===== config.mk =====
export PLATFORM = sky130hd
export DESIGN_NAME = dma2d_seq
export DESIGN_NICKNAME = d
export VERILOG_FILES = /design/src/rtl/dma2d_pkg.sv /design/src/rtl/dma2d_addr.sv /design/src/rtl/dma2d_ctr.sv /design/src/rtl/dma2d_seq.sv
export SDC_FILE = /design/constraint.sdc
export NUM_CORES = 1
export LEC_CHECK = 0
export BUFFER_PORTS_ARGS = -buffer_cell sky130_fd_sc_hd__clkbuf_2
export CAP_MARGIN = 20
export CORE_MARGIN = 4
export CORE_UTILIZATION = 30
export DETAILED_ROUTE_END_ITERATION = 8
export PLACE_DENSITY = 0.59
export RECOVER_POWER = 100
export SYNTH_ARGS = -nofsm -noshare
export SYNTH_HDL_FRONTEND = slang
export SYNTH_SLANG_ARGS = --single-unit

===== constraint.sdc =====
create_clock -name clk -period 7.24 [get_ports clk]
set_clock_uncertainty 0.2 [all_clocks]
set_input_delay 0.724 -clock clk [delete_from_list [all_inputs] [get_ports clk]]
set_output_delay 0.724 -clock clk [all_outputs]
set_load 0.01 [all_outputs]

===== src/rtl/dma2d_pkg.sv =====
package dma2d_pkg;
  typedef enum logic [1:0] {
    ST_IDLE = 2'd0,
    ST_RD   = 2'd1,
    ST_WR   = 2'd2,
    ST_HOLD = 2'd3
  } seq_state_t;

  localparam int DATA_W   = 32;
  localparam int EV_HALF  = 0;
  localparam int EV_LAST  = 1;
  localparam int EV_FRAME = 2;
  localparam int EV_PKT   = 3;
  localparam int EV_BLOCK = 4;
  localparam int EV_NUM   = 5;

  function automatic logic [DATA_W-1:0] size_mask(input logic [1:0] sz);
    case (sz)
      2'd0:    return 32'h0000_00FF;
      2'd1:    return 32'h0000_FFFF;
      default: return 32'hFFFF_FFFF;
    endcase
  endfunction
endpackage


===== src/rtl/dma2d_addr.sv =====
module dma2d_addr #(
  parameter int AW  = 32,
  parameter int EIW = 16,
  parameter int FIW = 32
) (
  input  logic                  clk,
  input  logic                  rst,
  input  logic                  load,
  input  logic                  step,
  input  logic                  frame_end,
  input  logic [AW-1:0]         base,
  input  logic signed [EIW-1:0] eidx,
  input  logic signed [FIW-1:0] fidx,
  output logic [AW-1:0]         addr,
  output logic [AW-1:0]         addr_nx
);
  logic [AW-1:0] e_ext, f_ext;

  // sign-extend the strides to the address width
  assign e_ext   = AW'(eidx);
  assign f_ext   = AW'(fidx);
  assign addr_nx = addr + e_ext + (frame_end ? f_ext : '0);

  always_ff @(posedge clk) begin
    if (rst)       addr <= '0;
    else if (load) addr <= base;
    else if (step) addr <= addr_nx;
  end
endmodule


===== src/rtl/dma2d_ctr.sv =====
module dma2d_ctr #(
  parameter int ECW = 24,
  parameter int FCW = 16
) (
  input  logic           clk,
  input  logic           rst,
  input  logic           load,
  input  logic           step,
  input  logic           pkt_on,
  input  logic [ECW-1:0] n_elem,
  input  logic [FCW-1:0] n_frame,
  input  logic [ECW-1:0] n_pkt,
  output logic           frame_end,
  output logic           block_end,
  output logic           half_hit,
  output logic           last_hit,
  output logic           pkt_end
);
  logic [ECW-1:0] elem, pkt, elem_nx, half_pt;
  logic [FCW-1:0] frame;

  assign elem_nx   = elem + ECW'(1);
  assign half_pt   = n_elem >> 1;
  assign frame_end = (elem_nx == n_elem);
  assign block_end = frame_end && (frame + FCW'(1) == n_frame);
  assign half_hit  = (half_pt != '0) && (elem_nx == half_pt);
  assign last_hit  = (elem == '0) && (frame == n_frame - FCW'(1));
  assign pkt_end   = pkt_on && (pkt + ECW'(1) == n_pkt);

  always_ff @(posedge clk) begin
    if (rst || load) begin
      elem  <= '0;
      frame <= '0;
      pkt   <= '0;
    end else if (step) begin
      elem  <= frame_end ? '0 : elem_nx;
      if (frame_end) frame <= frame + FCW'(1);
      if (pkt_on)    pkt   <= pkt_end ? '0 : pkt + ECW'(1);
    end
  end
endmodule


===== src/rtl/dma2d_seq.sv =====
module dma2d_seq
  import dma2d_pkg::*;
#(
  parameter int AW  = 32,
  parameter int ECW = 24,
  parameter int FCW = 16,
  parameter int EIW = 16,
  parameter int FIW = 32
) (
  input  logic              clk,
  input  logic              rst,
  input  logic              go,
  input  logic [AW-1:0]     cfg_src_base,
  input  logic [AW-1:0]     cfg_dst_base,
  input  logic [EIW-1:0]    cfg_src_eidx,
  input  logic [EIW-1:0]    cfg_dst_eidx,
  input  logic [FIW-1:0]    cfg_src_fidx,
  input  logic [FIW-1:0]    cfg_dst_fidx,
  input  logic [ECW-1:0]    cfg_n_elem,
  input  logic [FCW-1:0]    cfg_n_frame,
  input  logic [ECW-1:0]    cfg_n_pkt,
  input  logic [1:0]        cfg_size,
  input  logic [DATA_W-1:0] cfg_color,
  input  logic              cfg_fill,
  input  logic              cfg_tcopy,
  input  logic              cfg_sync,
  input  logic              cfg_fsync,
  input  logic              cfg_bsync,
  input  logic              cfg_src_sync,
  input  logic              cfg_legacy,
  input  logic              cfg_link_en,
  input  logic              cfg_auto_init,
  input  logic              cfg_repeat,
  input  logic              cfg_end_prog,
  input  logic [EV_NUM-1:0] cfg_ien,
  input  logic              rd_valid,
  input  logic [DATA_W-1:0] rd_data,
  output logic              rd_req,
  output logic [AW-1:0]     rd_addr,
  output logic              wr_req,
  output logic [AW-1:0]     wr_addr,
  output logic [DATA_W-1:0] wr_data,
  output logic [EV_NUM-1:0] ev,
  output logic              deact,
  output logic              ch_disable,
  output logic              reload,
  output logic              link_req,
  output logic              wait_prog,
  output logic [15:0]       cur_pos
);
  localparam int NPORT = 2;

  seq_state_t st;
  logic load, step;
  logic frame_end, block_end, half_hit, last_hit, pkt_end;
  logic pkt_mode, elem_sync, frm_sync, pause;
  logic pol_dis, pol_link, pol_rel, pol_wait;
  logic [DATA_W-1:0] msk, key, rd_m;
  logic [NPORT-1:0][AW-1:0]  base_v, addr_v, addr_nx_v;
  logic [NPORT-1:0][EIW-1:0] eidx_v;
  logic [NPORT-1:0][FIW-1:0] fidx_v;

  assign base_v = {cfg_dst_base, cfg_src_base};
  assign eidx_v = {cfg_dst_eidx, cfg_src_eidx};
  assign fidx_v = {cfg_dst_fidx, cfg_src_fidx};

  generate
    for (genvar p = 0; p < NPORT; p++) begin : g_port
      dma2d_addr #(.AW(AW), .EIW(EIW), .FIW(FIW)) u_addr (
        .clk(clk), .rst(rst), .load(load), .step(step),
        .frame_end(frame_end), .base(base_v[p]),
        .eidx(eidx_v[p]), .fidx(fidx_v[p]),
        .addr(addr_v[p]), .addr_nx(addr_nx_v[p])
      );
    end
  endgenerate

  dma2d_ctr #(.ECW(ECW), .FCW(FCW)) u_ctr (
    .clk(clk), .rst(rst), .load(load), .step(step), .pkt_on(pkt_mode),
    .n_elem(cfg_n_elem), .n_frame(cfg_n_frame), .n_pkt(cfg_n_pkt),
    .frame_end(frame_end), .block_end(block_end), .half_hit(half_hit),
    .last_hit(last_hit), .pkt_end(pkt_end)
  );

  assign rd_addr = addr_v[0];
  assign wr_addr = addr_v[1];

  always_comb begin
    msk       = size_mask(cfg_size);
    key       = cfg_color & msk;
    rd_m      = rd_data & msk;
    pkt_mode  = cfg_fsync && cfg_bsync;
    elem_sync = cfg_sync && !cfg_fsync && !cfg_bsync;
    frm_sync  = cfg_sync && cfg_fsync && !cfg_bsync;
    pause     = elem_sync || (frm_sync && frame_end) ||
                (pkt_mode && cfg_sync && pkt_end);
    pol_dis   = block_end && (cfg_legacy || !cfg_auto_init);
    pol_link  = block_end && cfg_legacy && cfg_link_en;
    pol_rel   = block_end && !cfg_legacy && cfg_auto_init &&
                (cfg_repeat || cfg_end_prog);
    pol_wait  = block_end && !cfg_legacy && cfg_auto_init &&
                !cfg_repeat && !cfg_end_prog;
    step      = (st == ST_WR);
    load      = (go && st == ST_IDLE) || (go && st == ST_HOLD && wait_prog) ||
                (step && pol_rel);
  end

  always_ff @(posedge clk) begin
    if (rst) begin
      st         <= ST_IDLE;
      rd_req     <= 1'b0;
      wr_req     <= 1'b0;
      wr_data    <= '0;
      ev         <= '0;
      deact      <= 1'b0;
      ch_disable <= 1'b0;
      reload     <= 1'b0;
      link_req   <= 1'b0;
      wait_prog  <= 1'b0;
      cur_pos    <= '0;
    end else begin
      ev         <= '0;
      deact      <= 1'b0;
      ch_disable <= 1'b0;
      reload     <= 1'b0;
      link_req   <= 1'b0;
      case (st)
        ST_IDLE, ST_HOLD: begin
          if (go) begin
            wait_prog <= 1'b0;
            if (cfg_fill) begin
              st <= ST_WR; wr_req <= 1'b1; wr_data <= key;
            end else begin
              st <= ST_RD; rd_req <= 1'b1;
            end
          end
        end
        ST_RD: begin
          if (rd_valid) begin
            rd_req  <= 1'b0;
            wr_data <= rd_m;
            wr_req  <= !(cfg_tcopy && rd_m == key);
            st      <= ST_WR;
          end
        end
        default: begin
          wr_req <= 1'b0;
          ev     <= cfg_ien & {block_end, pkt_end && !cfg_src_sync,
                               frame_end, last_hit, half_hit};
          if (frame_end && !cfg_sync) cur_pos <= addr_nx_v[1][15:0];
          reload <= pol_rel;
          if (pol_dis) begin
            ch_disable <= 1'b1;
            link_req   <= pol_link;
            st         <= ST_IDLE;
          end else if (pause || pol_wait) begin
            deact     <= 1'b1;
            wait_prog <= pol_wait;
            st        <= ST_HOLD;
          end else if (cfg_fill) begin
            wr_req <= 1'b1; wr_data <= key;
          end else begin
            rd_req <= 1'b1; st <= ST_RD;
          end
        end
      endcase
    end
  end
endmodule


# Word-level counts from Yosys, hierarchy flattened
# Index checks and enable logic that the tools add are counted.
word_totals:
  word_cells: 150
  regBits: 190
  out_inout_bits: 124
  inputBits: 310
classes:
  n_addsub: 8
  eq_ne: 17
  n_reduce_logical: 62
  n_bitwise: 6
  n_mux: 41
ops:
  columns: ["op", "n"]
  rows:
  - ["$mux 32", 11]
  - ["$add 32x32->32", 4]
  - ["$pmux 32 s2", 2]
  - ["$and 32x32->32", 2]
  - ["$add 24x1->24 const B", 2]
  - ["$eq 24x24->1", 2]
  - ["$mux 24", 2]
  - ["$eq 16x16->1", 2]
  - ["$eq 32x32->1", 1]
  - ["$logic_and 1x1->1", 27]
  - ["$eq 24x23->1", 1]
  - ["$logic_not 24->1", 1]
  - ["$reduce_bool 24->1", 1]
  - ["$add 16x1->16 const B", 1]
  - ["$mux 1", 16]
  - ["$sub 16x1->16 const B", 1]
  - ["$mux 2", 6]
  - ["$reduce_or 5->1", 2]
  - ["$logic_not 1->1", 9]
  - ["$logic_or 1x1->1", 8]
  - ["$reduce_and 4->1", 2]
  - ["$ne 2x2->1 const B", 3]
  - ["$ne 3x1->1 const B", 2]
  - ["$pmux 1 s2", 3]
  - ["14 further kinds", 23]

# Longest topological paths before layout
# Gate-level depths: netlist of run 1.
logic_depth:
  depth_word: 11
  mapped_depth: 29
  ltp_nobuf: 25

# Hierarchy
# From an unflattened synthesis of run 1, not the netlist that was laid out.
hier_totals:
  cells_unflattened: 2334
  area_unflattened_um2: 18325.1
by_module_without_submodules:
  columns: ["mod", "area_each_um2", "seq_area_each_um2", "cells_per_inst", "instances"]
  rows:
  - ["dma2d_ctr", 6547.5, 1281.2, 883, 1]
  - ["dma2d_addr at g_port[0].u_addr", 4344.2, 640.6, 545, 1]
  - ["dma2d_addr at g_port[1].u_addr", 4098.9, 640.6, 511, 1]
  - ["dma2d_seq", 3334.4, 1241.2, 395, 1]

# Least setup slack after synthesis of run 1
# No wires, ideal clock.
synth_path:
  path_type: "reg-to-reg"
  start: "reg u_ctr.elem[1]"
  end: "reg g_port[0].u_addr.addr[30]"
  t_required_ps: 6919
  stages_incl_launch_ff: 26
  arrival_ps: 6144
  path_slack_ps: 775
  setup_ps: 121
  synth_period_minus_slack_ps: 6465
  n_path_buf: 3
  path_cell_list: "dfxtp_1 > ha_1 > buf_2 > nand3_1 > nor4_1 > nor3b_1 > a2111oi_2 > nand4_1 > or4b_4 > nor3_4 > buf_2 > clkbuf_1 > and2_1 > fa_1 > ha_1 > a211o_1 > o221a_2 > a21oi_1 > o21ai_0 > o211ai_1 > nand3_1 > or4_1 > a31o_2 > a21oi_1 > xor2_1 > o21ai_1"
synth_between:
  elab_chain_len: 9
  elab_cells_between_ends: 13
  cone_classes: "add/sub: 2; eq/ne: 1; mux: 3; reduce/logical: 7"
synth_rtl:
  columns: ["element", "line_no", "source"]
  rows:
  - ["start: declaration", "dma2d_ctr.sv:19", "logic [ECW-1:0] elem, pkt, elem_nx, half_pt;"]
  - ["start signal: assignment", "dma2d_ctr.sv:36", "elem <= frame_end ? '0 : elem_nx;"]
  - ["$add 24x1->24 (*)", "dma2d_ctr.sv:22", "assign elem_nx = elem + ECW'(1);"]
  - ["$eq 24x24->1 (*)", "dma2d_ctr.sv:24", "assign frame_end = (elem_nx == n_elem);"]
  - ["branches (longest 7 deep; another with $add 32x32->32)", null, null]
  - ["end signal: assignment", "dma2d_addr.sv:26", "else if (load) addr <= base;"]
  - ["end signal: assignment", "dma2d_addr.sv:27", "else if (step) addr <= addr_nx;"]
  - ["end: declaration", "dma2d_addr.sv:14", "output logic [AW-1:0] addr,"]
# Every way passes the cells marked *. The select of a mux whose other input is x is not followed.
# A chain may end at the register's enable or synchronous reset.

# Worst setup path in the final report of run 1
layout_path:
  start: "reg u_ctr.elem[2]"
  end: "reg g_port[1].u_addr.addr[30]"
layout_between:
  elab_chain_len: 9
  elab_cells_between_ends: 13
  cone_classes: "add/sub: 2; eq/ne: 1; mux: 3; reduce/logical: 7"
layout_rtl:
  columns: ["element", "line_no"]
  rows:
  - ["$add 24x1->24 (*)", "dma2d_ctr.sv:22"]
  - ["$eq 24x24->1 (*)", "dma2d_ctr.sv:24"]
  - ["branches (longest 7 deep; another with $add 32x32->32)", null]
  - ["end signal: assignment", "dma2d_addr.sv:26"]
  - ["end signal: assignment", "dma2d_addr.sv:27"]
  - ["end: declaration", "dma2d_addr.sv:14"]
# Marks and branches as above.

==> results of run 1 <==
-- cells in the mapped netlist, types with 69 or more instances --
cell type                  number  area [um^2]
sky130_fd_sc_hd__a21oi_1      162        810.8
sky130_fd_sc_hd__clkbuf_1      98        367.9
sky130_fd_sc_hd__xor2_1        94        823.3
sky130_fd_sc_hd__inv_1         81        304.0
sky130_fd_sc_hd__nor2_1       189        709.4
sky130_fd_sc_hd__mux2i_1       96        960.9
sky130_fd_sc_hd__dfxtp_1      190         3804
sky130_fd_sc_hd__nand3_1       69        345.3
sky130_fd_sc_hd__xnor2_1      122         1069
sky130_fd_sc_hd__ha_1          69        863.3
sky130_fd_sc_hd__nand2_1      139        521.8
sky130_fd_sc_hd__o21ai_0      106        530.5
-- cells by family (layout without fill, tap and decap cells) --
family | Yosys count | count (layout)
simple gates | 782 | 782
compound gates | 523 | 523
buf+inv | 220 | 578
xor+xnor | 216 | 216
flops | 190 | 190
fa+ha+maj | 133 | 133
mux | 98 | 98
other cells | 0 | 2
-- flip-flops by register name (all words and copies together), names as in the netlist, 2 cells and up --
register,count
u_ctr.pkt,24
wr_data,32
ev,5
u_ctr.elem,24
cur_pos,16
u_ctr.frame,16
g_port.u_addr.addr,64
st,2
-- power breakdown --
group	total, mW	switching [mW]	internal, mW	leakage [nW]
sequential	1.45	0.201	1.25	1.55
combinational	3.16	1.88	1.28	6.64
clock	0.986	0.501	0.485	0.282
total	5.59	2.58	3.01	8.47
-- layout make-up --
class	count	area, um^2	area share [%]
Multi-Input combinational cell	1752	12530	61.41
Sequential cell	190	3806	18.66
Clock inverter	15	146.4	0.7177
Antenna cell	2	5.005	0.02454
Tap cell	756	945.9	4.637
Clock buffer	17	425.4	2.086
Timing Repair Buffer	463	2232	10.94
Inverter	83	311.5	1.527
-- through the flow --
stage               hold WS (ns)  utilization (%)  worst slack, ns  cells  area, um^2
floorplan                 0.2714                -           0.7749   2162       17210
global placement          0.2399            35.35           0.2305   3244       20010
detailed placement        0.2485            35.35          0.08234   3244       20010
CTS                       0.1355            36.36          0.03982   3276       20580
global route              0.1585            36.03          0.02281   3276       20390
finish                    0.1933            36.04           0.5013   3278       20400
-- placed cells by master, fill, tap and decap left out, types with 32 or more instances in the layout --
master,instances
sky130_fd_sc_hd__or3_1,34
sky130_fd_sc_hd__nor4_1,35
sky130_fd_sc_hd__ha_1,68
sky130_fd_sc_hd__a21oi_1,163
sky130_fd_sc_hd__nand4_1,32
sky130_fd_sc_hd__a211oi_1,65
sky130_fd_sc_hd__fa_1,64
sky130_fd_sc_hd__nand2_1,139
sky130_fd_sc_hd__a21o_1,34
sky130_fd_sc_hd__dfxtp_1,188
sky130_fd_sc_hd__xnor2_1,122
sky130_fd_sc_hd__nor3_1,63
sky130_fd_sc_hd__inv_1,81
sky130_fd_sc_hd__o21ai_0,108
sky130_fd_sc_hd__nand3_1,68
sky130_fd_sc_hd__and2_1,60
sky130_fd_sc_hd__mux2i_1,96
sky130_fd_sc_hd__clkbuf_1,130
sky130_fd_sc_hd__clkbuf_2,312
sky130_fd_sc_hd__xor2_1,94
sky130_fd_sc_hd__nor2_1,190
-- how the worst max path moves through the flow --
stage                  startpoint                   endpoint  slack [ns]  cells past startpoint
floorplan           u_ctr.elem[1]  g_port[0].u_addr.addr[30]        0.77                     25
global placement    u_ctr.elem[1]  g_port[0].u_addr.addr[21]        0.23                     25
detailed placement  u_ctr.elem[1]  g_port[1].u_addr.addr[31]        0.08                     25
CTS                 u_ctr.elem[1]  g_port[1].u_addr.addr[31]        0.04                     25
global route        u_ctr.elem[2]  g_port[0].u_addr.addr[29]        0.02                     21
finish              u_ctr.elem[2]  g_port[1].u_addr.addr[30]        0.50                     23
-- timing repair --
| item | CTS | global route |
|---|---|---|
| buffers inserted | 0 | 0 |
| endpoints found under the setup margin | 0 | 26 |
| gates resized for setup | 0 | 12 |
-- routing by layer --
layer / share of wire [%] / track usage, % / up-vias
met1: 43 / 24.82 / 8203
met2: 47 / 33.05 / 548
met5: 0.056 / 0 / -
met3: 6.8 / 4.927 / 99
li1: - / - / 8427
met4: 3.3 / 7.184 / 6
==> run summary, run 1 <==
The run finished, with violations left. The final reports fail on capacitance limit, slew limit. The number of synthesis warnings is 0. Summed over all layers, the routed wires come to 62.18 mm.

The final weighted congestion of routability-driven global placement came out at 0.8973. The count of state elements after synthesis came out at 190. The average cell area after synthesis is 7.959 um^2. The delay of the slowest cell on the worst path is 0.60 ns. The final sum of negative setup slack is 0 ns. The buffer levels on the longest clock path came out at 2. The I/O pin count came out at 434.

The post-layout minimum cycle time came out at 6.739 ns. The static leakage power is 8.471 nW. Across all layers, the routed design uses 17280 vias. The initial core utilization is 30.40%. The sum of overflow across all layers after global routing came out at 0.

The mux contribution to synthesized area is 5.737%. The endpoint identified for the worst register-to-register timing path is g_port[1].u_addr.addr[30]. In the synthesized netlist the dominant register cell turns out to be sky130_fd_sc_hd__dfxtp_1. At the pin with the least slew margin, the transition time is 2.746 ns. The destination of the worst hold path is ev[3]. The critical path capture point type is a flip-flop. The share of synthesized cell area in full adder, half adder and majority cells came out at 12.46%.

The worst voltage drop across the vdd grid is 0.0001781 V. The worst endpoint data arrival time is 6.94 ns. The filler cell count is 6095. The total buffers and inverters traversed by the critical path came out at 2. The number of detailed-route iterations in the first pass is 5. The pin count of the biggest net entering global routing is 79.

The final layout contains 2950 nets. The cell at the slowest stage of the critical path is sky130_fd_sc_hd__or4b_4. The hold-critical path depth came out at 2.

The number of DRC violations after detailed routing came out at 0. Port buffering added 433 buffers. Summing the areas of all and, or, nand and nor instances in the mapped netlist gives 24.00% of the synthesized area. The part of the Yosys area used for sequential elements is 22.11%. The XOR/XNOR share of the synthesized area is 10.99%. The final max-slew violation count is 126.

The max capacitance violation total is 4. Setup repair after global routing left no endpoint under its margin. The synthesized instance count is 2162. The startpoint identified for the worst register-to-register timing path is u_ctr.elem[2]. The highest achievable clock rate is 148.4 MHz. The count of H-tree levels built during CTS came out at 4. The number of synthesized flops with an enable pin came out at 0. CTS saw 190 sinks. In this run the remaining antenna-violating nets after routing total 0. The share of layout cells above drive strength 1 came out at 16.67%. The number of buffers added by the clock tree synthesis step is 17.

The clock insertion delay at the later pin of the skew report is 0.49 ns. The overall routing resource usage came out at 19.81%. STA classifies the critical path startpoint as a flip-flop. Dividing the detail-routed wire length by the instance count gives 18.97 um.

The cell sitting at the root of the clock tree is a sky130_fd_sc_hd__clkbuf_16. The final cycle utilization of the critical path came out at 93.08%. The startpoint identified for the worst hold timing path is cfg_src_sync. The worst slew margin relative to its limit is -83.05%. The total power of the final layout came out at 5.591 mW.

After synthesis, the largest family of logic cells by area is simple AND/OR/NAND/NOR gates. The number of library cell types mapped by synthesis came out at 88. The detailed router finished its first iteration with 868 violations. The area growth from synthesis to layout is 18.55%. The height of the die came out at 247.5 um. The count of endpoints failing hold in the final timing report came out at 0. The clock transition time at the flip-flop clock pins of the worst setup and hold paths came out at 0.08 ns. The critical path in this run is classified as flip-flop to flip-flop. The total die area is 0.06125 mm^2.

Among cell families on the critical path, the largest total delay comes from compound AO/OA/AOI/OAI gates. The number of antenna violations at the first check in global routing came out at 5. The per-cell via count in the routed design is 5.272. The number of hold buffers added after CTS is 0. The highest net fanout along the worst path is 20. For this design the ratio of total power to cell area is 274.1 mW/mm^2. The post-detailed-placement half-perimeter wirelength came out at 49.18 mm. The first-pass GRT wire length is 96.07 mm.

The number of cell rows came out at 87. The count of final setup violators is 0. The x dimension of the die is 247.5 um. TritonCTS built the clock tree. The number of global-route vias before repair is 17490.

The core area came out at 0.05660 mm^2. The logic depth of the worst register-to-register path came out at 23. The worst-case register-to-register setup slack is 0.50 ns. The endpoint required time on the critical path is 7.44 ns.

The tightest min-delay check is of the primary input to flip-flop type. The synthesized netlist net count is 2605. The fraction of registers with async set or reset after synthesis is 0%. The complex-gate fraction of the synthesized area is 19.44%. Walking the worst path, the cells encountered are nand3_2 -> or3_1 -> and3_1 -> a2111oi_2 -> nand4_1 -> or4b_4 -> nor3_4 -> buf_12 -> and2_0 -> fa_1 -> ha_1 -> a21o_1 -> a21oi_1 -> o211a_1 -> o31ai_1 -> o21ai_0 -> o31ai_1 -> buf_4 -> nand3_1 -> a21oi_1 -> xor2_1 -> mux2i_1 -> a211oi_1. The cell area that synthesis handed to floorplanning was 0.01721 mm^2.
Power figures use the tool's default switching activity.
==> run 2: changes to the inputs <==
--- a/config.mk
+++ b/config.mk
@@ -5,6 +5,7 @@
 export SDC_FILE = /design/constraint.sdc
 export NUM_CORES = 1
 export LEC_CHECK = 0
+export ABC_AREA = 1
 export BUFFER_PORTS_ARGS = -buffer_cell sky130_fd_sc_hd__clkbuf_2
 export CAP_MARGIN = 20
 export CORE_MARGIN = 4
==> run 2 against run 1 <==
Effect of this change: the run now ends clean; highest routed layer unchanged; critical path depth rose by 11; clock power rose by 4%; non-clock buffer count fell by 19; flip-flop and latch count did not move; sequential power rose by 5%; first-iteration DRC count rose by 70%.
==> run summary, run 2 <==
Status: finished clean (was finished with violations). The average wire per cell in the routed design came out at 17.63 um (was 18.97 um). The XOR/XNOR share of the synthesized area is 4.965% (was 10.99%). The highest net fanout along the worst path is 27 (was 20). The cell seen most often among critical-path stages is sky130_fd_sc_hd__nand2_1.

The count of endpoints failing hold in the final timing report came out at 0 (unchanged). The overall routing resource usage was 21.57% (was 19.81%). The quantity of I/O buffers inserted on ports was 433 (unchanged). The worst voltage drop across the vdd grid came out at 0.0001733 V (was 0.0001781 V).

The total vias in the final route came out at 20780 (was 17280). The commonest non-fill, non-tap cell in the layout is sky130_fd_sc_hd__nand2_1 (was sky130_fd_sc_hd__clkbuf_2). The post-detailed-routing wire length was 73.63 mm (was 62.18 mm). The number of buffers added by the clock tree synthesis step came out at 17 (unchanged). The clock transition time at the flip-flop clock pins of the worst setup and hold paths came out at 0.08 ns (about the same).

The synthesized netlist net count came out at 3454 (was 2605). Synth top cells by count: sky130_fd_sc_hd__nand2_1, sky130_fd_sc_hd__nor2_1, sky130_fd_sc_hd__inv_1 (was sky130_fd_sc_hd__dfxtp_1, sky130_fd_sc_hd__nor2_1, sky130_fd_sc_hd__a21oi_1). The worst hold slack came out at 0.2344 ns (was 0.1933 ns). The post-synthesis instance area came out at 0.01840 mm^2 (was 0.01721 mm^2).

The delay of the slowest cell on the worst path is 0.56 ns (was 0.60 ns). The cell chosen for the clock root was sky130_fd_sc_hd__clkbuf_16 (unchanged). The path type of the worst setup path is flip-flop to flip-flop (unchanged). The count of final setup violators is 0 (unchanged). The post-layout minimum cycle time is 6.641 ns (was 6.739 ns).

The total power of the final layout came out at 5.915 mW (was 5.591 mW). The mux contribution to synthesized area is 0% (was 5.737%). The share of synthesized cell area in full adder, half adder and majority cells was 11.66% (was 12.46%).

The initial core utilization came out at 30.37% (was 30.40%). The startpoint type of the worst setup path is a flip-flop (unchanged). The cell taking the most area after synthesis is sky130_fd_sc_hd__dfxtp_1 (unchanged). The number of flip-flops under the largest register name came out at 64 (unchanged). Largest regs: g_port.u_addr.addr (64), wr_data (32) (unchanged). The type of the worst min-delay path is primary input to flip-flop (unchanged). Cell types occupying the most area after synthesis: sky130_fd_sc_hd__dfxtp_1, sky130_fd_sc_hd__nand2_1, sky130_fd_sc_hd__nor2_1 (was sky130_fd_sc_hd__dfxtp_1, sky130_fd_sc_hd__fa_1, sky130_fd_sc_hd__xnor2_1). The share of layout cells above drive strength 1 is 11.73% (was 16.67%). The number of gates resized after CTS was 0 (unchanged). The total number of nets in the final design was 3824 (was 2950). The static leakage power came out at 10.60 nW (was 8.471 nW). The post-detailed-placement half-perimeter wirelength is 59.83 mm (was 49.18 mm). The final cycle utilization of the critical path is 91.73% (was 93.08%).

The synthesized instance count came to 3011 (was 2162). The most numerous cell in the Yosys netlist was sky130_fd_sc_hd__nand2_1 (was sky130_fd_sc_hd__dfxtp_1). The launching element of the worst setup path is u_ctr.elem[0] (was u_ctr.elem[2]). The fraction of registers with async set or reset after synthesis is 0% (unchanged). The number of synthesized flops with an enable pin is 0 (unchanged). RSZ-0062 raised after global routing: false (unchanged).

The pin count of the biggest net entering global routing came out at 96 (was 79). The end point of the critical path is g_port[1].u_addr.addr[29] (was g_port[1].u_addr.addr[30]). The worst-case register-to-register setup slack is 0.60 ns (was 0.50 ns). The buffer levels on the longest clock path came to 2 (unchanged). The number of antenna-violating nets in the routed design came out at 0 (unchanged). The number of global-route vias before repair is 19620 (was 17490). The x dimension of the die came to 255.6 um (was 247.5 um).

The first-pass GRT wire length is 112.0 mm (was 96.07 mm). The clock insertion delay at the later pin of the skew report came out at 0.52 ns (was 0.49 ns). The highest achievable clock rate is 150.6 MHz (was 148.4 MHz). The number of synthesis warnings came out at 0 (unchanged). The fraction of synthesized cell area taken by the top area cell type is 20.68% (was 22.11%). The clock tree from TritonCTS was yes (unchanged). Most frequent cells in the layout: sky130_fd_sc_hd__nand2_1, sky130_fd_sc_hd__nor2_1, sky130_fd_sc_hd__inv_1 (was sky130_fd_sc_hd__clkbuf_2, sky130_fd_sc_hd__nor2_1, sky130_fd_sc_hd__dfxtp_1). The final weighted congestion of routability-driven global placement is 0.9633 (was 0.8973). The simple-gate share of the synthesized area came out at 35.97% (was 24.00%). The endpoint required time on the critical path came to 7.48 ns (was 7.44 ns). The number of hold buffers added after CTS came out at 0 (unchanged). The max capacitance violation total is 0 (was 4).

The core area is 0.06058 mm^2 (was 0.05660 mm^2). The number of DRC violations after detailed-routing iteration 0 is 1473 (was 868). The total die area is 0.06535 mm^2 (was 0.06125 mm^2). The buffers inserted during post-CTS setup optimization came out at 0 (unchanged).

The complex-gate fraction of the synthesized area is 15.72% (was 19.44%). The commonest register cell after synthesis was sky130_fd_sc_hd__dfxtp_1 (unchanged). The start point of the worst hold path was cfg_src_base[6] (was cfg_src_sync). The count of state elements after synthesis was 190 (unchanged). The cell at the slowest stage of the critical path is sky130_fd_sc_hd__dfxtp_1 (was sky130_fd_sc_hd__or4b_4). The part of the Yosys area used for sequential elements came out at 20.68% (was 22.11%).

The area growth from synthesis to layout is 17.23% (was 18.55%). The capturing point of the worst reg2reg path is g_port[1].u_addr.addr[29] (was g_port[1].u_addr.addr[30]). The critical path capture point type is a flip-flop (unchanged). The number of DRC violations after detailed routing is 0 (unchanged). The final sum of negative setup slack came out at 0 ns (unchanged). The number of cell rows was 90 (was 87). The total power per unit cell area came out at 274.3 mW/mm^2 (was 274.1 mW/mm^2). The average cell area after synthesis is 6.110 um^2 (was 7.959 um^2). The largest register by flop count is g_port.u_addr.addr (unchanged).

The I/O pin count was 434 (unchanged). The sum of overflow across all layers after global routing came out at 0 (unchanged). The worst slew margin relative to its limit is 2.457% (was -83.05%). The combinational family with the most area after synthesis is simple AND/OR/NAND/NOR gates (unchanged).

The launch instance of the worst register-to-register path is u_ctr.elem[0] (was u_ctr.elem[2]). The logic depth of the worst register-to-register path came out at 34 (was 23). The number of antenna violations at the first check in global routing is 2 (was 5).

The worst endpoint data arrival time came out at 6.88 ns (was 6.94 ns). The count of H-tree levels built during CTS is 4 (unchanged). The per-cell via count in the routed design was 4.974 (was 5.272).

The CTS sink count came out at 190 (unchanged). The number of library cell types mapped by synthesis is 55 (was 88). The number of detailed-route iterations in the first pass came out at 7 (was 5). The slew at the pin closest to its max-slew limit came out at 1.463 ns (was 2.746 ns). The final max-slew violation count is 0 (was 126).

The height of the die is 255.6 um (was 247.5 um).
run 2: worst max-delay path, delay by kind of cell, from the launching register on:
kind	cells	cell delay, ns
compound gates	4	1.07
fa+ha+maj	4	1.45
buf+inv	5	1.15
flops	1	0.56
simple gates	21	2.11
run 2: per-layer routing:
layer | up-vias | global-route usage, % | share of wire, %
li1 | 10460 | - | -
met1 | 9490 | 28.81 | 45
met2 | 763 | 35.99 | 46
met3 | 67 | 4.047 | 6.6
met4 | 2 | 5.485 | 2.0
met5 | - | 0 | 0.027
run 2: per-stage QoR:
stage          setup slack (ns)  instance area, um^2  utilization, %  instances
2_1_floorplan             2.045                18400               -       3011
3_3_place_gp             0.8997                21180           34.96       4144
3_5_place_dp             0.7152                21180           34.96       4144
4_1_cts                  0.6235                21770           35.94       4176
5_1_grt                 0.09041                21560           35.59       4176
6_report                 0.5989                21570           35.60       4177
run 2: area by class of cell:
| type | count | area (um^2) |
|---|---|---|
| Fill cell | 6896 | 39020 |
| Timing Repair Buffer | 444 | 2082 |
| Sequential cell | 190 | 3804 |
| Clock buffer | 21 | 460.4 |
| Inverter | 418 | 1570 |
| Clock inverter | 11 | 132.6 |
| Multi-Input combinational cell | 2310 | 12540 |
| Tap cell | 782 | 978.4 |
| Antenna cell | 1 | 2.502 |
run 2: logic make-up (layout without fill, tap and decap cells):
group                      after synthesis  count (layout)
AOI/OAI and AO/OA                      505             505
xor gates and xnor gates               101             101
adders and majority gates              133             133
buffers and inverters                  511             894
DFF                                    190             190
other                                    0               1
and+or+nand+nor                       1571            1571
run 2: worst min-delay path by stage:
stage                               end  slack (ns)  cells after the start
2_1_floorplan             u_ctr.pkt[23]        0.25                      2
3_5_place_dp                 cur_pos[1]        0.24                      2
6_report       g_port[0].u_addr.addr[6]        0.23                      3
3_3_place_gp                 cur_pos[0]        0.24                      2
4_1_cts                        link_req        0.20                      3
5_1_grt                        link_req        0.23                      3
run 2: where the power goes:
part	total, mW	switching, mW	internal [mW]	leakage, nW
clock network	1.03	0.497	0.531	0.285
registers	1.52	0.240	1.28	1.55
logic	3.37	2.23	1.13	8.76
total	5.92	2.97	2.95	10.6
==> run 3: changes to the inputs <==
--- a/config.mk
+++ b/config.mk
@@ -8,11 +8,14 @@
 export ABC_AREA = 1
 export BUFFER_PORTS_ARGS = -buffer_cell sky130_fd_sc_hd__clkbuf_2
 export CAP_MARGIN = 20
+export CELL_PAD_IN_SITES_DETAIL_PLACEMENT = 0
+export CELL_PAD_IN_SITES_GLOBAL_PLACEMENT = 1
 export CORE_MARGIN = 4
 export CORE_UTILIZATION = 30
 export DETAILED_ROUTE_END_ITERATION = 8
-export PLACE_DENSITY = 0.59
-export RECOVER_POWER = 100
+export PLACE_DENSITY = 0.77
+export RECOVER_POWER = 50
+export REMOVE_ABC_BUFFERS = 1
 export SYNTH_ARGS = -nofsm -noshare
 export SYNTH_HDL_FRONTEND = slang
 export SYNTH_SLANG_ARGS = --single-unit
==> run 3 against run 2 <==
Effect of this change: the flow now finishes with violations (capacitance limit, slew limit); non-clock buffer count up 4; clock power about the same; via count decreased by 1.7%; register-to-register slack better by 0.34 ns; final area is 0.26% higher; flip-flop and latch count unchanged; sequential share of layout area hardly changed; die area unchanged; combinational power shrank 4%; hold slack improved by 0.014 ns; critical path depth is 3 higher; largest power group unchanged.
==> run summary, run 3 (synthesis gave the netlist of run 2 again) <==
The number of detailed-route iterations in the first pass came out at 5 (was 7). The filler cell count came out at 6927 (was 6896). The I/O pin count came out at 434 (unchanged). The worst slack after detailed placement came out at 0.9320 ns (was 0.7152 ns). The capturing point of the worst reg2reg path was g_port[0].u_addr.addr[31] (was g_port[1].u_addr.addr[29]). The number of antenna-violating nets in the routed design is 0 (unchanged).

The logic depth of the worst register-to-register path came to 37 (was 34). Most frequent cells in the layout: sky130_fd_sc_hd__nand2_1, sky130_fd_sc_hd__nor2_1, sky130_fd_sc_hd__inv_1 (unchanged). The pin count of the biggest net entering global routing came to 91 (was 96). The launch instance of the worst register-to-register path is u_ctr.elem[0] (unchanged). The slew at the pin closest to its max-slew limit is 1.789 ns (was 1.463 ns).

The highest achievable clock rate is 158.7 MHz (was 150.6 MHz). The number of antenna violations at the first check in global routing came out at 5 (was 2). The fraction of met2 tracks used by global routing is 34.88% (was 35.99%). The final worst setup slack is 0.9369 ns (was 0.5989 ns).

Largest regs: g_port.u_addr.addr (64), wr_data (32) (unchanged). The total power per unit cell area came out at 267.8 mW/mm^2 (was 274.3 mW/mm^2). The initial core utilization is 30.37% (unchanged).

The total vias in the final route was 20420 (was 20780). The number of DRC violations after detailed routing came out at 0 (unchanged). The total number of nets in the final design is 3828 (was 3824). The count of H-tree levels built during CTS was 4 (unchanged). The buffers inserted during post-CTS setup optimization was 0 (unchanged). The final sum of negative setup slack came out at 0 ns (unchanged).

The cell at the slowest stage of the critical path is sky130_fd_sc_hd__dfxtp_1 (unchanged). The highest net fanout along the worst path came to 21 (was 27). The worst voltage drop across the vdd grid came out at 0.0001484 V (was 0.0001733 V). The static leakage power came out at 10.62 nW (was 10.60 nW). The count of endpoints failing hold in the final timing report is 0 (unchanged). The startpoint type of the worst setup path is a flip-flop (unchanged).

The x dimension of the die is 255.6 um (unchanged). The CTS sink count is 190 (unchanged). The clock tree from TritonCTS is yes (unchanged). The met1 track demand over resource in global routing came out at 27.80% (was 28.81%).

The number of cell rows came out at 90 (unchanged). The largest register by flop count is g_port.u_addr.addr (unchanged). The quantity of I/O buffers inserted on ports is 433 (unchanged). The clock transition time at the flip-flop clock pins of the worst setup and hold paths is 0.08 ns (about the same). The endpoint required time on the critical path is 7.41 ns (was 7.48 ns).

The core area is 0.06058 mm^2 (unchanged). The final cycle utilization of the critical path is 87.06% (was 91.73%). The number of flip-flops under the largest register name came out at 64 (unchanged).

The type of the worst min-delay path is primary input to flip-flop (unchanged). The worst endpoint data arrival time was 6.47 ns (was 6.88 ns). The buffer levels on the longest clock path came out at 2 (unchanged).

The post-layout minimum cycle time came out at 6.303 ns (was 6.641 ns). The sum of overflow across all layers after global routing is 0 (unchanged). The number of hold buffers added after CTS was 0 (unchanged).

The cell chosen for the clock root is sky130_fd_sc_hd__clkbuf_16 (unchanged). The area growth from synthesis to layout is 17.53% (was 17.23%). The total die area came to 0.06535 mm^2 (unchanged). The delay of the slowest cell on the worst path came out at 0.57 ns (was 0.56 ns). The final max-slew violation count is 77 (was 0).

The clock insertion delay at the later pin of the skew report is 0.49 ns (was 0.52 ns). The overall routing resource usage came out at 20.86% (was 21.57%). The destination of the worst hold path is ev[3] (was g_port[0].u_addr.addr[6]). The share of layout cells above drive strength 1 came out at 11.98% (was 11.73%). The first-pass GRT wire length is 109.6 mm (was 112.0 mm). The number of gates resized after CTS was 0 (unchanged).

The hold-critical path depth came out at 3 (unchanged). The final reports fail on capacitance limit, slew limit. The commonest non-fill, non-tap cell in the layout is sky130_fd_sc_hd__nand2_1 (unchanged). The path type of the worst setup path is flip-flop to flip-flop (unchanged).

The height of the die came out at 255.6 um (unchanged). RSZ-0062 raised after global routing: false (unchanged). The count of final setup violators came out at 0 (unchanged). The critical path capture point type was a flip-flop (unchanged). The post-detailed-routing wire length is 70.43 mm (was 73.63 mm).

The launching element of the worst setup path is u_ctr.elem[0] (unchanged). The number of DRC violations after detailed-routing iteration 0 came out at 1325 (was 1473). The start point of the worst hold path was cfg_ien[3] (was cfg_src_base[6]). The number of global-route vias before repair came out at 19730 (was 19620). The post-detailed-placement half-perimeter wirelength is 56.96 mm (was 59.83 mm). The worst-case register-to-register setup slack is 0.94 ns (was 0.60 ns). The cell seen most often among critical-path stages is sky130_fd_sc_hd__nand2_1 (unchanged). The most used routing layer in global routing is met2 (unchanged). The worst slew margin relative to its limit was -19.55% (was 2.457%). The number of buffers added by the clock tree synthesis step came out at 17 (unchanged). The average wire per cell in the routed design is 16.84 um (was 17.63 um). The met3 usage came out at 3.908% (was 4.047%). The final weighted congestion of routability-driven global placement is 0.9107 (was 0.9633). The max capacitance violation total came out at 2 (was 0). Status: finished with violations (was finished clean). The per-cell via count in the routed design came out at 4.881 (was 4.974).
## run 3: changes by cell type in the layout (fill, tap and decap cells not counted), sizes merged
cell    before  now
buf          7   13
clkbuf     458  454
diode        1    3
inv        418  421
clkinv       7    6
## run 3: worst max-delay path, delay by kind of cell (launching register included)
kind	cells	cell delay (ns)
buffers and inverters	8	1.25
and+or+nand+nor	21	1.85
DFF	1	0.57
adders and majority gates	3	1.24
AOI/OAI and AO/OA	5	1.04
## run 3: per-layer routing
layer / part of all wire [%] / up-vias / routed length [um]
met2: 47 / 518 / 33000
met4: 2.2 / 4 / 1559
met3: 5.1 / 77 / 3601
met1: 46 / 9365 / 32240
li1: - / 10450 / -
met5: 0.048 / - / 34
## run 3: worst max-delay path by stage
| stage | to | depth (start not counted) | slack (ns) |
|---|---|---|---|
| 5_1_grt | g_port[1].u_addr.addr[29] | 36 | 0.13 |
| 3_3_place_gp | g_port[0].u_addr.addr[30] | 34 | 1.13 |
| 3_5_place_dp | g_port[1].u_addr.addr[29] | 36 | 0.93 |
| 6_report | g_port[0].u_addr.addr[31] | 37 | 0.94 |
| 4_1_cts | g_port[1].u_addr.addr[29] | 36 | 0.90 |
| 2_1_floorplan | g_port[1].u_addr.addr[29] | 34 | 1.81 |
## run 3: final cells by class
cell class | count | area (um^2) | area share, %
multi-input cells | 2310 | 12550 | 58.03
clock buffers | 19 | 442.9 | 2.048
repair buffers | 448 | 2117 | 9.791
flip-flops and latches | 190 | 3804 | 17.59
inverters | 418 | 1570 | 7.262
clock inverters | 13 | 155.1 | 0.7176
diodes | 3 | 7.507 | 0.03472
well taps | 782 | 978.4 | 4.525
## run 3: where the power goes
| group | switching [mW] | internal [mW] | total, mW |
|---|---|---|---|
| Clock | 0.520 | 0.528 | 1.05 |
| Combinational | 2.13 | 1.12 | 3.25 |
| Sequential | 0.211 | 1.28 | 1.49 |
## run 3: stage by stage
stage | utilization (%) | hold slack (ns) | power, mW | cells | cell area (um^2)
after floorplan | - | 0.2547 | 3.677 | 2918 | 17940
after global placement | 35.01 | 0.2547 | 4.847 | 4148 | 21210
after detailed placement | 35.01 | 0.2615 | 4.831 | 4148 | 21210
after CTS | 36.00 | 0.1919 | 5.922 | 4180 | 21810
after global routing | 35.68 | 0.2153 | 6.346 | 4181 | 21620
final | 35.69 | 0.2487 | 5.790 | 4183 | 21620
